==> config.mk <==
export PLATFORM = sky130hd
export DESIGN_NAME = cdt_timer
export DESIGN_NICKNAME = d
export VERILOG_FILES = /design/src/rtl/cdt_pkg.sv /design/src/rtl/cdt_prescaler.sv /design/src/rtl/cdt_downcount.sv /design/src/rtl/cdt_regs.sv /design/src/rtl/cdt_timer.sv
export SDC_FILE = /design/constraint.sdc
export NUM_CORES = 1
export LEC_CHECK = 0
export BUFFER_PORTS_ARGS = -buffer_cell sky130_fd_sc_hd__buf_2
export CAP_MARGIN = 20
export CORE_MARGIN = 5
export CORE_UTILIZATION = 40
export CTS_CLUSTER_DIAMETER = 60
export DETAILED_ROUTE_END_ITERATION = 10
export HOLD_SLACK_MARGIN = 0.03
export SYNTH_ARGS = -nofsm -noshare
export SYNTH_HDL_FRONTEND = slang
export SYNTH_SLANG_ARGS = --single-unit
==> constraint.sdc <==
create_clock -name clk -period 2.2 [get_ports clk]
set_input_delay 0.11 -clock clk [delete_from_list [all_inputs] [get_ports clk]]
set_output_delay 0.11 -clock clk [all_outputs]
set_load 0.03 [all_outputs]
==> src/rtl/cdt_pkg.sv <==
package cdt_pkg;
  localparam int DIV_CODE_W   = 4;
  localparam int SHIFT_W      = 3;
  localparam int PSC_W        = (1 << SHIFT_W) - 1;
  localparam int PERIODIC_BIT = 17;
  localparam int MASK_BIT     = 16;

  typedef enum logic [1:0] {
    REG_MODE  = 2'd0,
    REG_LOAD  = 2'd1,
    REG_LIVE  = 2'd2,
    REG_DIV   = 2'd3
  } reg_sel_e;

  typedef struct packed {
    logic repeat_en;
    logic mask;
  } mode_t;

  // Power-of-two exponent of the divide ratio: bits {3,1,0} plus one, modulo 8.
  function automatic logic [SHIFT_W-1:0] div_shift(input logic [DIV_CODE_W-1:0] code);
    logic [SHIFT_W-1:0] v;
    v = {code[3], code[1], code[0]};
    return v + SHIFT_W'(1);
  endfunction
endpackage

==> src/rtl/cdt_prescaler.sv <==
module cdt_prescaler
  import cdt_pkg::*;
(
  input  logic               clk,
  input  logic               rst_n,
  input  logic               clear,
  input  logic               run,
  input  logic [SHIFT_W-1:0] shift,
  output logic               tick
);
  logic [PSC_W-1:0] phase;
  logic [PSC_W-1:0] limit;

  always_comb begin
    for (int i = 0; i < PSC_W; i++) begin
      limit[i] = (SHIFT_W'(i) < shift);
    end
  end

  assign tick = run && !clear && (phase == limit);

  always_ff @(posedge clk or negedge rst_n) begin
    if (!rst_n) begin
      phase <= '0;
    end else if (clear || !run) begin
      phase <= '0;
    end else if (phase == limit) begin
      phase <= '0;
    end else begin
      phase <= phase + PSC_W'(1);
    end
  end

  // the phase never passes the selected ratio
  p_phase_in_range_r3: assert property (@(posedge clk) disable iff (!rst_n)
    phase <= limit);
endmodule

==> src/rtl/cdt_downcount.sv <==
module cdt_downcount #(
  parameter int CNT_W = 32
) (
  input  logic             clk,
  input  logic             rst_n,
  input  logic             load,
  input  logic [CNT_W-1:0] load_val,
  input  logic             tick,
  input  logic             repeat_en,
  input  logic [CNT_W-1:0] reload_val,
  output logic [CNT_W-1:0] count,
  output logic             expire
);
  localparam logic [CNT_W-1:0] ONE = CNT_W'(1);

  assign expire = tick && (count == ONE);

  always_ff @(posedge clk or negedge rst_n) begin
    if (!rst_n) begin
      count <= '0;
    end else if (load) begin
      count <= load_val;
    end else if (tick) begin
      if (count == ONE) begin
        count <= repeat_en ? reload_val : '0;
      end else begin
        count <= count - ONE;
      end
    end
  end

  // a write of the reload value lands in the count on that edge
  p_load_now_r5: assert property (@(posedge clk) disable iff (!rst_n)
    load |=> count == $past(load_val));

  // once idle at zero the count stays there until reloaded
  p_stop_hold_r7: assert property (@(posedge clk) disable iff (!rst_n)
    (count == '0 && !load) |=> count == '0);

  // without a load the count only holds, steps by one, or refills
  p_count_step_r6: assert property (@(posedge clk) disable iff (!rst_n)
    !load |=> (count == $past(count) || count == $past(count) - ONE ||
               count == $past(reload_val)));
endmodule

==> src/rtl/cdt_regs.sv <==
module cdt_regs
  import cdt_pkg::*;
#(
  parameter int DATA_W = 32,
  parameter int ADDR_W = 4
) (
  input  logic                  clk,
  input  logic                  rst_n,
  input  logic                  sel,
  input  logic                  wr,
  input  logic [ADDR_W-1:0]     addr,
  input  logic [DATA_W-1:0]     wdata,
  input  logic [DATA_W-1:0]     live_count,
  output logic [DATA_W-1:0]     rdata,
  output mode_t                 mode,
  output logic [DATA_W-1:0]     reload_val,
  output logic [DIV_CODE_W-1:0] div_code,
  output logic                  load_wr,
  output logic                  div_wr
);
  reg_sel_e idx;
  logic     wr_en;
  logic     mode_wr;

  assign idx     = reg_sel_e'(addr[3:2]);
  assign wr_en   = sel && wr;
  assign mode_wr = wr_en && (idx == REG_MODE);
  assign load_wr = wr_en && (idx == REG_LOAD);
  assign div_wr  = wr_en && (idx == REG_DIV);

  always_ff @(posedge clk or negedge rst_n) begin
    if (!rst_n) begin
      mode       <= '0;
      reload_val <= '0;
      div_code   <= '0;
    end else begin
      if (mode_wr) begin
        mode.repeat_en <= wdata[PERIODIC_BIT];
        mode.mask      <= wdata[MASK_BIT];
      end
      if (load_wr) reload_val <= wdata;
      if (div_wr)  div_code   <= wdata[DIV_CODE_W-1:0];
    end
  end

  always_comb begin
    rdata = '0;
    if (sel) begin
      unique case (idx)
        REG_MODE: begin
          rdata[PERIODIC_BIT] = mode.repeat_en;
          rdata[MASK_BIT]     = mode.mask;
        end
        REG_LOAD: rdata = reload_val;
        REG_LIVE: rdata = live_count;
        REG_DIV:  rdata[DIV_CODE_W-1:0] = div_code;
        default:  rdata = '0;
      endcase
    end
  end

  // the divider code only changes through its own write
  p_div_stable_r2: assert property (@(posedge clk) disable iff (!rst_n)
    !div_wr |=> $stable(div_code));
endmodule

==> src/rtl/cdt_timer.sv <==
module cdt_timer
  import cdt_pkg::*;
#(
  parameter int CNT_W  = 32,
  parameter int ADDR_W = 4
) (
  input  logic              clk,
  input  logic              rst_n,
  input  logic              bus_sel,
  input  logic              bus_wr,
  input  logic [ADDR_W-1:0] bus_addr,
  input  logic [CNT_W-1:0]  bus_wdata,
  output logic [CNT_W-1:0]  bus_rdata,
  output logic              irq_pulse
);
  mode_t                 mode;
  logic [CNT_W-1:0]      reload_val;
  logic [CNT_W-1:0]      count;
  logic [DIV_CODE_W-1:0] div_code;
  logic                  load_wr;
  logic                  div_wr;
  logic                  tick;
  logic                  expire;
  logic                  run;

  assign run = (count != '0);

  cdt_regs #(.DATA_W(CNT_W), .ADDR_W(ADDR_W)) u_regs (
    .clk        (clk),
    .rst_n      (rst_n),
    .sel        (bus_sel),
    .wr         (bus_wr),
    .addr       (bus_addr),
    .wdata      (bus_wdata),
    .live_count (count),
    .rdata      (bus_rdata),
    .mode       (mode),
    .reload_val (reload_val),
    .div_code   (div_code),
    .load_wr    (load_wr),
    .div_wr     (div_wr)
  );

  cdt_prescaler u_psc (
    .clk   (clk),
    .rst_n (rst_n),
    .clear (load_wr || div_wr),
    .run   (run),
    .shift (div_shift(div_code)),
    .tick  (tick)
  );

  cdt_downcount #(.CNT_W(CNT_W)) u_cnt (
    .clk        (clk),
    .rst_n      (rst_n),
    .load       (load_wr),
    .load_val   (bus_wdata),
    .tick       (tick),
    .repeat_en  (mode.repeat_en),
    .reload_val (reload_val),
    .count      (count),
    .expire     (expire)
  );

  always_ff @(posedge clk or negedge rst_n) begin
    if (!rst_n) irq_pulse <= 1'b0;
    else        irq_pulse <= expire && !mode.mask;
  end

  // an idle counter cannot raise a pulse
  p_idle_quiet_r8: assert property (@(posedge clk) disable iff (!rst_n)
    (count == '0) |=> !irq_pulse);

  // a set mask keeps the output low
  p_mask_quiet_r9: assert property (@(posedge clk) disable iff (!rst_n)
    mode.mask |=> !irq_pulse);

  // every pulse is caused by the count leaving one
  p_pulse_cause_r10: assert property (@(posedge clk) disable iff (!rst_n)
    irq_pulse |-> $past(count) == CNT_W'(1));
endmodule

# Word-level counts from Yosys, hierarchy flattened
# Index checks and enable logic that the tools add are counted.
[word_totals]
ramBits = 0
memories = 0
latch_bits = 0
rom_bits = 0
regBits = 78
output_inout_bits = 33
[op_classes]
n_lt_le_gt_ge = 7
n_mul = 0
shift = 0
n_mux = 11
n_div = 0
n_reduce_logical = 16
n_bitwise = 0
n_addsub = 3
n_eq_ne = 5
[op_table]
columns = ["operator", "count"]
rows = [
  ["32-bit two-way mux", 5],
  ["32-bit by 1-bit == test with 1-bit output, second input constant", 1],
  ["32-bit nonzero test", 1],
  ["32-bit by 1-bit subtractor with 32-bit output, second input constant", 1],
  ["14-bit case mux with 2 select lines", 1],
  ["12-bit case mux with 2 select lines", 1],
  ["7-bit two-way mux", 2],
  ["4-bit case mux with 3 select lines", 1],
  ["3-bit < comparator, first input constant", 3],
  ["1-bit logical AND", 8],
  ["7-bit by 1-bit adder with 7-bit output, second input constant", 1],
  ["7-bit == test", 1],
  ["1-bit by 3-bit < comparator with 1-bit output, first input constant", 2],
  ["2-bit by 3-bit < comparator with 1-bit output, first input constant", 2],
  ["2-bit case mux with 3 select lines", 1],
  ["2-bit == test, second input constant", 2],
  ["3-bit by 1-bit adder with 3-bit output, second input constant", 1],
  ["1-bit zero test", 3],
  ["2-bit by 1-bit == test with 1-bit output, second input constant", 1],
  ["2-bit zero test", 1],
  ["1-bit logical OR", 2],
  ["2-bit nonzero test", 1],
]

# Logic depth before layout (Yosys ltp)
# Gate-level depths: netlist of the first run.
[depth]
word_depth = 8
depth_mapped = 11
mapped_depth_nobuf = 9

# Modules after synthesis
# A second synthesis of the first run with hierarchy kept.
[hier_totals]
hier_cells = 586
area_unflattened_um2 = 5381.4
[by_module_without_submodules]
columns = ["module", "n_inst", "area_each_um2", "seq_area_each_um2", "cells_each"]
rows = [
  ["cdt_downcount", 1, 2627.5, 800.8, 341],
  ["cdt_regs", 1, 2054.5, 950.9, 167],
  ["cdt_prescaler", 1, 561.8, 175.2, 61],
  ["cdt_timer", 1, 137.6, 25.0, 17],
]

# Worst setup path after synthesis of the first run
# No wires, ideal clock.
[synth_timing]
path_kind = "register to register"
from = "reg u_regs.div_code[0]"
to = "reg u_cnt.count[13]"
setup_slack_ps = -110
required_time_ps = 2065
synth_period_minus_slack_ps = 2310
stages_incl_launch_ff = 10
t_arrival_ps = 2174
path_cell_list = "dfrtp_1 -> ha_1 -> xor2_1 -> nor3b_1 -> o31a_1 -> nor4_4 -> nand2_1 -> buf_4 -> o311ai_0 -> o21ai_1"
[synth_between]
elab_chain_len = 5
elab_cells_between_ends = 11
cone_classes = "add/sub: 1; order compare: 7; eq/ne: 1; reduce/logical: 2"
[synth_rtl]
columns = ["item", "line_no", "rtl"]
rows = [
  ["start, declared", "cdt_regs.sv:17", "output logic [DIV_CODE_W-1:0] div_code,"],
  ["start signal, assigned", "cdt_regs.sv:42", "if (div_wr) div_code <= wdata[DIV_CODE_W-1:0];"],
  ["3-bit by 1-bit adder with 3-bit output *", "cdt_pkg.sv:24", "return v + SHIFT_W'(1);"],
  ["1-bit by 3-bit < comparator with 1-bit output (tied with other cells)", "cdt_prescaler.sv:16", "limit[i] = (SHIFT_W'(i) < shift);"],
  ["7-bit == test *", "cdt_prescaler.sv:20", "assign tick = run && !clear && (phase == limit);"],
  ["1-bit logical AND *", "cdt_prescaler.sv:20", ""],
  ["2-bit nonzero test (no line) *", "--", ""],
  ["end signal, assigned", "cdt_downcount.sv:22", "count <= load_val;"],
  ["end signal, assigned", "cdt_downcount.sv:25", "count <= repeat_en ? reload_val : '0;"],
  ["end signal, assigned", "cdt_downcount.sv:27", "count <= count - ONE;"],
  ["end, declared", "cdt_downcount.sv:11", "output logic [CNT_W-1:0] count,"],
]
# Mark *: on every way between the ends. The rest lies on a longest branch, timed or not.
# A chain may end at the register's enable or synchronous reset.

# Final worst setup path of the first run
[layout_timing]
from = "reg u_cnt.count[15]"
to = "reg u_cnt.count[1]"
[layout_between]
elab_chain_len = 4
elab_cells_between_ends = 8
cone_classes = "eq/ne: 1; mux: 3; reduce/logical: 4"
[layout_rtl]
columns = ["item", "line_no"]
rows = [
  ["32-bit by 1-bit == test with 1-bit output / 32-bit nonzero test (equally long branches)", "cdt_downcount.sv:24, cdt_timer.sv:26"],
  ["32-bit two-way mux / 1-bit logical AND (equally long branches)", "cdt_downcount.sv:24, cdt_prescaler.sv:20"],
  ["32-bit two-way mux / 1-bit logical AND (equally long branches)", "cdt_downcount.sv:23, cdt_prescaler.sv:20"],
  ["32-bit two-way mux / 2-bit nonzero test (equally long branches)", "--"],
]
# Several ways; a longest one is shown, not always the timed one. The select of a mux whose other input is x is not followed.

==> results of run 1 <==
layout make-up:
cell class              instances  area (um^2)  area share [%]
well taps                     147          184            2.61
inverters                      11         41.3           0.585
multi-input cells             452         3030            43.0
repair buffers                206         1550            21.9
clock inverters                 4         45.0           0.638
flip-flops and latches         78         1950            27.7
clock buffers                  12          256            3.63
kinds of logic (layout without fill, tap and decap cells):
kind of cell	Yosys count	in the layout	synth area share (%)
flops	78	78	40.4
simple gates	269	269	26.8
compound gates	159	159	22.8
mux	7	7	1.60
buf+inv	45	233	4.58
xor+xnor	7	7	1.27
fa+ha+maj	10	10	2.59
critical path: stages, from the launching register on:
cell,delay (ns)
sky130_fd_sc_hd__dfrtp_1,0.39
sky130_fd_sc_hd__or4_4,0.59
sky130_fd_sc_hd__nor2_4,0.11
sky130_fd_sc_hd__nand2_2,0.07
sky130_fd_sc_hd__o31a_1,0.40
sky130_fd_sc_hd__buf_4,0.18
sky130_fd_sc_hd__a21o_4,0.22
sky130_fd_sc_hd__buf_6,0.13
sky130_fd_sc_hd__o211ai_1,0.08
sky130_fd_sc_hd__o21ai_1,0.08
metrics by stage:
step,area (um^2),hold slack (ns)
after floorplan,4860,-0.186
after global placement,5950,0.116
after detailed placement,5950,0.125
after CTS,6680,0.0338
after global routing,7060,0.0469
final,7060,0.0419
timing repair:
| action | 4_1_cts | 5_1_grt |
|---|---|---|
| cloned | 1 | 2 |
| gates resized for setup | 38 | 69 |
| setup buffers | 7 | 11 |
| endpoints found under the hold margin | 62 | 0 |
| hold buffers | 22 | 0 |
| setup endpoints to repair | 33 | 40 |
| pin swaps | 16 | 26 |
where the power goes:
group	internal, uW	leakage [uW]	switching, uW
Combinational	1490	0.00214	1670
Clock	935	0.000152	616
Sequential	1840	0.000973	399
Total	4260	0.00326	2680
metal layers:
| layer | wire, um | up-vias | GRT usage [%] |
|---|---|---|---|
| met5 | 0 | - | 0 |
| met4 | 482 | 0 | 8.02 |
| met3 | 960 | 38 | 4.76 |
| met2 | 8310 | 212 | 39.6 |
| met1 | 8030 | 2609 | 33.4 |
| li1 | - | 2467 | - |
path summary, 6_finish.rpt:
check	start	endpoint	slack, ns	cells past startpoint
worst max-delay path	u_cnt.count[15]$_DFFE_PN0P_	u_cnt.count[1]$_DFFE_PN0P_	-0.17	9
worst min-delay path	bus_wdata[20]	u_cnt.count[20]$_DFFE_PN0P_	0.04	3
worst max register to register	u_cnt.count[15]$_DFFE_PN0P_	u_cnt.count[1]$_DFFE_PN0P_	-0.17	9
worst min register to register	u_regs.reload_val[0]$_DFFE_PN0P_	u_regs.reload_val[0]$_DFFE_PN0P_	0.51	2
max in group asynchronous	rst_n	u_regs.reload_val[6]$_DFFE_PN0P_	1.21	3
min in group asynchronous	rst_n	u_cnt.count[6]$_DFFE_PN0P_	0.27	2
placed cells by master (no fill, tap or decap), types with 5 or more instances in the layout:
cell type                       netlist  routed
sky130_fd_sc_hd__and2_1              13      13
sky130_fd_sc_hd__buf_2                3      69
sky130_fd_sc_hd__inv_1               11      10
sky130_fd_sc_hd__nand2_1             88      85
sky130_fd_sc_hd__a31oi_1              7       6
sky130_fd_sc_hd__a221oi_2             0       7
sky130_fd_sc_hd__dlygate4sd3_1        0      22
sky130_fd_sc_hd__ha_1                10       9
sky130_fd_sc_hd__nor3_1              24      20
sky130_fd_sc_hd__a222oi_1             6       6
sky130_fd_sc_hd__o211ai_1            10      10
sky130_fd_sc_hd__a21o_1              13      12
sky130_fd_sc_hd__nand3_1             18      16
sky130_fd_sc_hd__o21ai_0             27       9
sky130_fd_sc_hd__dfrtp_1             78      78
sky130_fd_sc_hd__a22oi_1             27      27
sky130_fd_sc_hd__a221oi_1            12       5
sky130_fd_sc_hd__o21ai_1              6       8
sky130_fd_sc_hd__clkbuf_16            0      10
sky130_fd_sc_hd__nor2_1              82      77
sky130_fd_sc_hd__a21oi_1             18      14
sky130_fd_sc_hd__buf_4                5      97
sky130_fd_sc_hd__a21oi_2              2       5
sky130_fd_sc_hd__or3_1                5       5
sky130_fd_sc_hd__buf_6                4      11
sky130_fd_sc_hd__o21ai_2              0      13
sky130_fd_sc_hd__mux2_2               6       6
registers in the layout, summed over array words and instances (netlist names):
register	flops
u_cnt.count	32
u_regs.reload_val	32
u_psc.phase	7
irq_pulse	1
u_regs.mode	2
u_regs.div_code	4
==> flow_summary.toml, run 1 <==
[status]
status = "finished with violations"
violations = "setup timing"

[synthesis]
syn-cell-area_um2 = 4830
yosys_most_used_dff = "sky130_fd_sc_hd__dfrtp_1"
synthesis.instances = 575
synthesis.yosys.warnings = 0
synth_seq_area_share_pct = 40.4
ys_top_cells_by_count = "sky130_fd_sc_hd__nand2_1, sky130_fd_sc_hd__nor2_1, sky130_fd_sc_hd__dfrtp_1, sky130_fd_sc_hd__a22oi_1, sky130_fd_sc_hd__o21ai_0"
synthMostInstantiatedCell = "sky130_fd_sc_hd__nand2_1"
synth.ff_latch_count = 78
ys_top_cells_by_area = "sky130_fd_sc_hd__dfrtp_1, sky130_fd_sc_hd__nand2_1, sky130_fd_sc_hd__nor2_1, sky130_fd_sc_hd__a22oi_1, sky130_fd_sc_hd__o21ai_0"
synth_top_cell_by_area = "sky130_fd_sc_hd__dfrtp_1"
netlist.area_leader.share_pct = 40.4
synth_cell_type_count = 57
postSynth.asyncResetShare_pct = 100
net_count_after_synthesis = 625
synth-edff-count = 0
syn-mean-instance-area_um2 = 8.41

[sta]
setup_viol_count_final = 39
totalNegativeSetupSlack_ns = -4.13
drv_slew = 0
worst_pin_slew_ns = 0.550
worst_clock_skew_ns = 0.00330
setup_ws_ns = -0.173
post-route-period-util_pct = 108
unrepaired_setup_endpoints_after_global_routing = "yes"
slew-limit-headroom_pct = 63.2
achievable-frequency_ghz = 0.421
finalHoldViolCount = 0
min_period_ns = 2.37

[route]
num_vias = 5326
detailedRoute.firstIterationViolations = 454
drt-vias-per-instance = 5.85
post-route-drc-count = 0
drt-pass1-iter-count = 8
wl_per_cell_um = 19.5
postRouteAntennaNets = 0
wl_um = 17800

[cts]
cts.sink_count = 78
clkTransAtPathRegs_ns = 0.06
number_of_buffers_created_by_cts = 9
cts-htree-levels = 3
clock_latency_ns = 0.35
clock_tree.buffer_depth = 2
tritoncts = "done"
root_buffer = "sky130_fd_sc_hd__clkbuf_16"

[place]
io_buffer_count = 70
dpl_hpwl_um = 12100
place_ws_ns = -0.175
place.gp.congestion = 0.889
cell_count_after_placement = 852

[layout]
number_of_standard_cells_in_the_final_layout_excluding_fillers = 910
fillerInstances = 1076
share_of_layout_cells_above_drive_strength_1_pct = 36.7
antennaDiodeCount = 0
synthToLayoutAreaGrowth_pct = 46.0
final_core_density_pct = 59.3
num-nets-final = 808

[floorplanning]
rows = 40
die_area_um2 = 14400
core-area_um2 = 11900
die_width_um = 120
num_io_pins = 73
dieHeight_um = 120
start_util_pct = 40.6

[global_routing]
grt_start_max_net_pins = 38
grt_pass1_vias = 5250
antenna_found_initial = 0
grt_pass1_wl_um = 28200
grt_remaining_overflow = 0
grt_util_overall_pct = 24.6

[flow_run]
cap_viol_max_count = 0

[setup_path]
endpoint_kind = "register"
cp_data_arrival_time_ns = 2.61
critical_path.startpoint_type = "register"
worstPathRequired_ns = 2.44
top_fanout_value_on_the_critical_path = 5
path_class = "reg -> reg"

[power]
static-leakage-power_uw = 0.00326
total_power_uw = 6950
vdd_ir_drop_max_v = 0.000458
power_density_nw_per_um2 = 985

[min_path]
min-delay-path-class = "in -> reg"
(Power assumes the default switching activity.)
==> run 2: changes to the inputs <==
--- a/config.mk
+++ b/config.mk
@@ -7,11 +7,14 @@
 export LEC_CHECK = 0
 export BUFFER_PORTS_ARGS = -buffer_cell sky130_fd_sc_hd__buf_2
 export CAP_MARGIN = 20
+export CELL_PAD_IN_SITES_DETAIL_PLACEMENT = 1
+export CELL_PAD_IN_SITES_GLOBAL_PLACEMENT = 2
 export CORE_MARGIN = 5
-export CORE_UTILIZATION = 40
+export CORE_UTILIZATION = 31
 export CTS_CLUSTER_DIAMETER = 60
 export DETAILED_ROUTE_END_ITERATION = 10
 export HOLD_SLACK_MARGIN = 0.03
+export PLACE_DENSITY_LB_ADDON = 0.1
 export SYNTH_ARGS = -nofsm -noshare
 export SYNTH_HDL_FRONTEND = slang
 export SYNTH_SLANG_ARGS = --single-unit
==> flow_summary.toml, run 2 (synthesis gave the netlist of run 1 again) <==
[cts]
number_of_buffers_created_by_cts = 9
root_buffer = "sky130_fd_sc_hd__clkbuf_16"
tritoncts = "done"
clock_tree.buffer_depth = 2
cts.sink_count = 78
clock_latency_ns = 0.36
cts-htree-levels = 3
clkTransAtPathRegs_ns = 0.07

[floorplanning]
die_width_um = 135
die_area_um2 = 18200
start_util_pct = 31.7
dieHeight_um = 135
num_io_pins = 73
rows = 45
core-area_um2 = 15300

[route]
num_vias = 5216
detailedRoute.firstIterationViolations = 364
drt-pass1-iter-count = 5
wl_per_cell_um = 19.8
wl_um = 19200
drt-vias-per-instance = 5.37
postRouteAntennaNets = 0
post-route-drc-count = 0

[power]
vdd_ir_drop_max_v = 0.000434
static-leakage-power_uw = 0.00327
power_density_nw_per_um2 = 973

[global_routing]
grt_util_overall_pct = 21.5
grt_remaining_overflow = 0
gr-usage-met1_pct = 29.3
grt_util_met3_pct = 2.98
grt_pass1_vias = 5494
grt_pass1_wl_um = 30800
antenna_found_initial = 0
grt-busiest-layer = "met2"
grtUsageMet2_pct = 35.7
grt_start_max_net_pins = 36

[setup_path]
minimum_setup_slack_among_reg_to_reg_paths_ns = -0.17
crit_slowest_cell = "sky130_fd_sc_hd__or4_4"
timing.critical_path.slowest_cell_delay_ns = 0.59
cp_data_arrival_time_ns = 2.60
critical_path.reg2reg.startpoint = "u_cnt.count[16]$_DFFE_PN0P_"
top_fanout_value_on_the_critical_path = 4
rr_endpoint = "u_cnt.count[27]$_DFFE_PN0P_"
cell_by_cell_trace_of_the_critical_path = "or4_4, nor3_4, buf_4, buf_6, nand3_1, or4_1, a21oi_1, o22ai_1"
endpoint_kind = "register"
path_class = "reg -> reg"
worstRegToRegCells = 8
critical_path.startpoint_type = "register"
worstPathRequired_ns = 2.43

[layout]
final_core_density_pct = 46.7
num-nets-final = 807
synthToLayoutAreaGrowth_pct = 47.3
antennaDiodeCount = 0
top_regs = "u_cnt.count: 32 flops, u_regs.reload_val: 32 flops, u_psc.phase: 7 flops"
share_of_layout_cells_above_drive_strength_1_pct = 34.4
layout.cells.most_common = "sky130_fd_sc_hd__buf_4"
number_of_standard_cells_in_the_final_layout_excluding_fillers = 972
layout.cells.most_common_list = "sky130_fd_sc_hd__buf_4, sky130_fd_sc_hd__nand2_1, sky130_fd_sc_hd__dfrtp_1"
fillerInstances = 1778

[sta]
unrepaired_setup_endpoints_after_global_routing = "yes"
min_period_ns = 2.37
setup_viol_count_final = 39
drv_slew = 0
achievable-frequency_ghz = 0.422
setup_ws_ns = -0.168
worst_clock_skew_ns = 0.0115
worst_pin_slew_ns = 0.511
post-route-period-util_pct = 108
slew-limit-headroom_pct = 66.0
finalHoldViolCount = 0

[place]
dpl_hpwl_um = 13600
place.gp.congestion = 0.859
cell_count_after_placement = 917
io_buffer_count = 70

[min_path]
min_delay_path_depth = 2
holdCritStartpoint = "bus_wdata[17]"
whs_endpoint = "u_regs.mode[1]$_DFFE_PN0P_"
min-delay-path-class = "in -> reg"

[status]
status = "finished with violations"
violations = "setup timing"

[flow_run]
cap_viol_max_count = 0
==> run 2: changes by cell type in the layout (fill, tap and decap cells not counted), moves of 3 or more <==
cell                       previous run  this run
sky130_fd_sc_hd__o21ai_2             13         1
sky130_fd_sc_hd__buf_4               97        89
sky130_fd_sc_hd__o21ai_1              8        16
sky130_fd_sc_hd__o21ai_0              9        16
sky130_fd_sc_hd__a221oi_1             5         9
sky130_fd_sc_hd__a221oi_2             7         3
sky130_fd_sc_hd__buf_6               11        15
sky130_fd_sc_hd__nand3_2              2         6
sky130_fd_sc_hd__nor2_2               4         8
sky130_fd_sc_hd__nand3_1             16        13
sky130_fd_sc_hd__nor2_1              77        74
sky130_fd_sc_hd__o21ai_4              3         0
==> run 2: worst max path at each step <==
stage          cells past startpoint                      startpoint                     endpoint  slack (ns)
3_5_place_dp                       9     u_cnt.count[18]$_DFFE_PN0P_  u_cnt.count[12]$_DFFE_PN0P_       -0.21
4_1_cts                           11      u_cnt.count[1]$_DFFE_PN0P_  u_cnt.count[26]$_DFFE_PN0P_       -0.10
3_3_place_gp                       9  u_regs.div_code[0]$_DFFE_PN0P_          irq_pulse$_DFF_PN0_       -0.09
2_1_floorplan                      8     u_cnt.count[16]$_DFFE_PN0P_  u_cnt.count[15]$_DFFE_PN0P_      0.0007
6_report                           8     u_cnt.count[16]$_DFFE_PN0P_  u_cnt.count[27]$_DFFE_PN0P_       -0.17
5_1_grt                           10      u_cnt.count[4]$_DFFE_PN0P_   u_cnt.count[4]$_DFFE_PN0P_       -0.26
==> run 2: cell type report <==
class	count	area, um^2	area share, %
clock inverter	5	82.6	1.16
sequential	78	1950	27.4
inverter	11	41.3	0.580
timing repair buffer	205	1610	22.6
tap	211	264	3.71
multi-input combinational	452	2940	41.2
clock buffer	10	239	3.36
==> run 2: timing repair <==
action,4_1_cts,5_1_grt
gates resized for setup,40,41
hold endpoints to repair,65,0
setup buffers,8,6
hold buffers,23,0
cloned,2,1
setup endpoints to repair,40,40
pin swaps,9,18
==> run 2: worst max-delay path, delay by kind of cell (launching register included) <==
family                 cells  cell delay (ns)
AO/OA/AOI/OAI              2             0.29
buffers and inverters      2             0.25
flip-flops                 1             0.38
AND/OR/NAND/NOR            4             1.33
==> run 2: per-stage QoR <==
step	power, uW	hold WS [ns]	TNS, ns	worst slack (ns)	cell area (um^2)
final	6930	0.0455	-3.23	-0.168	7120
after global routing	7350	0.0447	-6.57	-0.261	7120
after CTS	6790	0.0364	-1.32	-0.103	6880
after detailed placement	4810	0.116	-3.47	-0.208	6060
after global placement	4730	0.118	-1.41	-0.0879	6060
after floorplan	3600	-0.186	0	0.000669	4860
==> run 2: layer usage <==
layer / wire length [um] / share of wire, %
met4: 283 / 1.5
met2: 9190 / 48
met3: 684 / 3.6
met5: 0 / 0
met1: 9030 / 47
==> run 2: where the power goes <==
| group | internal (uW) | leakage (uW) | total [uW] | switching, uW |
|---|---|---|---|---|
| Clock | 1020 | 0.000159 | 1670 | 645 |
| Combinational | 1410 | 0.00213 | 3010 | 1600 |
| Sequential | 1840 | 0.000973 | 2250 | 415 |
| Total | 4270 | 0.00327 | 6930 | 2660 |
==> run 3: changes to the inputs <==
--- a/config.mk
+++ b/config.mk
@@ -15,6 +15,7 @@
 export DETAILED_ROUTE_END_ITERATION = 10
 export HOLD_SLACK_MARGIN = 0.03
 export PLACE_DENSITY_LB_ADDON = 0.1
+export SKIP_CTS_REPAIR_TIMING = 1
 export SYNTH_ARGS = -nofsm -noshare
 export SYNTH_HDL_FRONTEND = slang
 export SYNTH_SLANG_ARGS = --single-unit
==> flow_summary.toml, run 3 (synthesis gave the netlist of run 1 again) <==
[status]
status = "finished with violations"
violations = "setup timing"

[layout]
number_of_standard_cells_in_the_final_layout_excluding_fillers = 966
multi_input_comb_area_um2 = 2910
num-nets-final = 801
antennaDiodeCount = 0
layout.cells.most_common_list = "sky130_fd_sc_hd__buf_4, sky130_fd_sc_hd__nand2_1, sky130_fd_sc_hd__dfrtp_1"
top_regs = "u_cnt.count: 32 flops, u_regs.reload_val: 32 flops, u_psc.phase: 7 flops"
fin_area_um2 = 6990
layout.cells.most_common = "sky130_fd_sc_hd__buf_4"
fillerInstances = 1797
synthToLayoutAreaGrowth_pct = 44.6
regArea_um2 = 1950
share_of_layout_cells_above_drive_strength_1_pct = 33.5

[global_routing]
grt_remaining_overflow = 0
grt_pass1_wl_um = 29700
antenna_found_initial = 0
grt_start_max_net_pins = 36
grt_pass1_vias = 5385
grt_util_overall_pct = 20.8

[place]
io_buffer_count = 70
placed_cell_area_um2 = 6060
dpl_hpwl_um = 13600
place.gp.congestion = 0.859
cell_count_after_placement = 917
place_ws_ns = -0.208

[setup_path]
cpMostUsedCell = "sky130_fd_sc_hd__buf_6"
critical_path.reg2reg.startpoint = "u_regs.div_code[1]$_DFFE_PN0P_"
critical_path.startpoint_type = "register"
endpoint_kind = "register"
buffers_plus_inverters_on_the_worst_setup_path = 3
minimum_setup_slack_among_reg_to_reg_paths_ns = -0.18
cp_data_arrival_time_ns = 2.60
cell_by_cell_trace_of_the_critical_path = "ha_4, xor2_4, nor3b_2, o31a_1, nor4_4, buf_4, nand2_2, buf_6, buf_6, o211ai_1, o21ai_1"
path_class = "reg -> reg"
top_fanout_value_on_the_critical_path = 7
timing.critical_path.slowest_cell_delay_ns = 0.41
crit_slowest_cell = "sky130_fd_sc_hd__dfrtp_1"
worstPathRequired_ns = 2.43
worstSetupStartpoint = "u_regs.div_code[1]$_DFFE_PN0P_"
worst_path_top_cell_family_by_delay = "compound AO/OA/AOI/OAI gates"

[cts]
clock_latency_ns = 0.36
tritoncts = "done"
cts-htree-levels = 3
root_buffer = "sky130_fd_sc_hd__clkbuf_16"
clock_tree.buffer_depth = 2
clkTransAtPathRegs_ns = 0.06
cts.sink_count = 78
number_of_buffers_created_by_cts = 9

[route]
drt-vias-per-instance = 5.35
num_vias = 5171
detailedRoute.firstIterationViolations = 374
post-route-drc-count = 0
wl_um = 19000
wl_per_cell_um = 19.6
drt-pass1-iter-count = 4
postRouteAntennaNets = 0

[floorplanning]
die_width_um = 135
start_util_pct = 31.7
rows = 45
dieHeight_um = 135
core-area_um2 = 15300
num_io_pins = 73
die_area_um2 = 18200

[sta]
unrepaired_setup_endpoints_after_global_routing = "yes"
slew-limit-headroom_pct = 63.7
min_period_ns = 2.38
finalHoldViolCount = 0
setup_viol_count_final = 33
setup_ws_ns = -0.175
worst_pin_slew_ns = 0.542
worst_clock_skew_ns = 0.0112
drv_slew = 0
achievable-frequency_ghz = 0.421
post-route-period-util_pct = 108

[min_path]
min-delay-path-class = "in -> reg"
holdCritStartpoint = "bus_wdata[20]"

[power]
power_density_nw_per_um2 = 964
static-leakage-power_uw = 0.00321
total_power_uw = 6740
vdd_ir_drop_max_v = 0.000421

[flow_run]
cap_viol_max_count = 0
run 3: cell types whose count changed in the layout (fill, tap and decap cells not counted), sizes merged:
| cell | before | now |
|---|---|---|
| buf | 181 | 177 |
| dlygate4sd3 | 23 | 21 |
run 3: stage by stage:
stage / util [%] / setup TNS (ns) / hold slack [ns]
after floorplan: - / 0 / -0.186
after global placement: 39.7 / -1.41 / 0.118
after detailed placement: 39.7 / -3.47 / 0.116
after CTS: 41.9 / -4.03 / -0.268
after global routing: 45.8 / -6.92 / 0.0322
final: 45.8 / -3.25 / 0.0309
run 3: cell type report:
cell class              instances  share of cell area [%]
well taps                     211                    3.78
repair buffers                199                    21.5
clock inverters                 5                    1.18
inverters                      11                   0.591
flip-flops and latches         78                    27.9
multi-input cells             452                    41.6
clock buffers                  10                    3.42
run 3: path summary, 6_finish.rpt:
kind                                                           to  depth (start not counted)
worst max-delay path                  u_cnt.count[28]$_DFFE_PN0P_                         11
worst min-delay path            u_regs.reload_val[20]$_DFFE_PN0P_                          3
worst max register to register        u_cnt.count[28]$_DFFE_PN0P_                         11
worst min register to register                irq_pulse$_DFF_PN0_                          1
max in group asynchronous       u_regs.reload_val[28]$_DFFE_PN0P_                          3
min in group asynchronous       u_regs.reload_val[13]$_DFFE_PN0P_                          2
run 3: tightest hold or removal path, stage by stage:
cell and delay (ns):
sky130_fd_sc_hd__buf_2 0.07, sky130_fd_sc_hd__nand2_1 0.09, sky130_fd_sc_hd__nand2_1 0.07
run 3: where the power goes:
| group | internal [uW] | switching [uW] | total, uW |
|---|---|---|---|
| logic | 1280 | 1540 | 2830 |
| clock network | 1020 | 640 | 1660 |
| registers | 1840 | 411 | 2250 |
run 3: layer usage:
| layer | wire length [um] | vias up | global-route usage (%) |
|---|---|---|---|
| li1 | - | 2458 | - |
| met1 | 8780 | 2593 | 28.4 |
| met2 | 9120 | 104 | 34.2 |
| met3 | 814 | 16 | 3.06 |
| met4 | 252 | 0 | 6.17 |
| met5 | 0 | - | 0 |
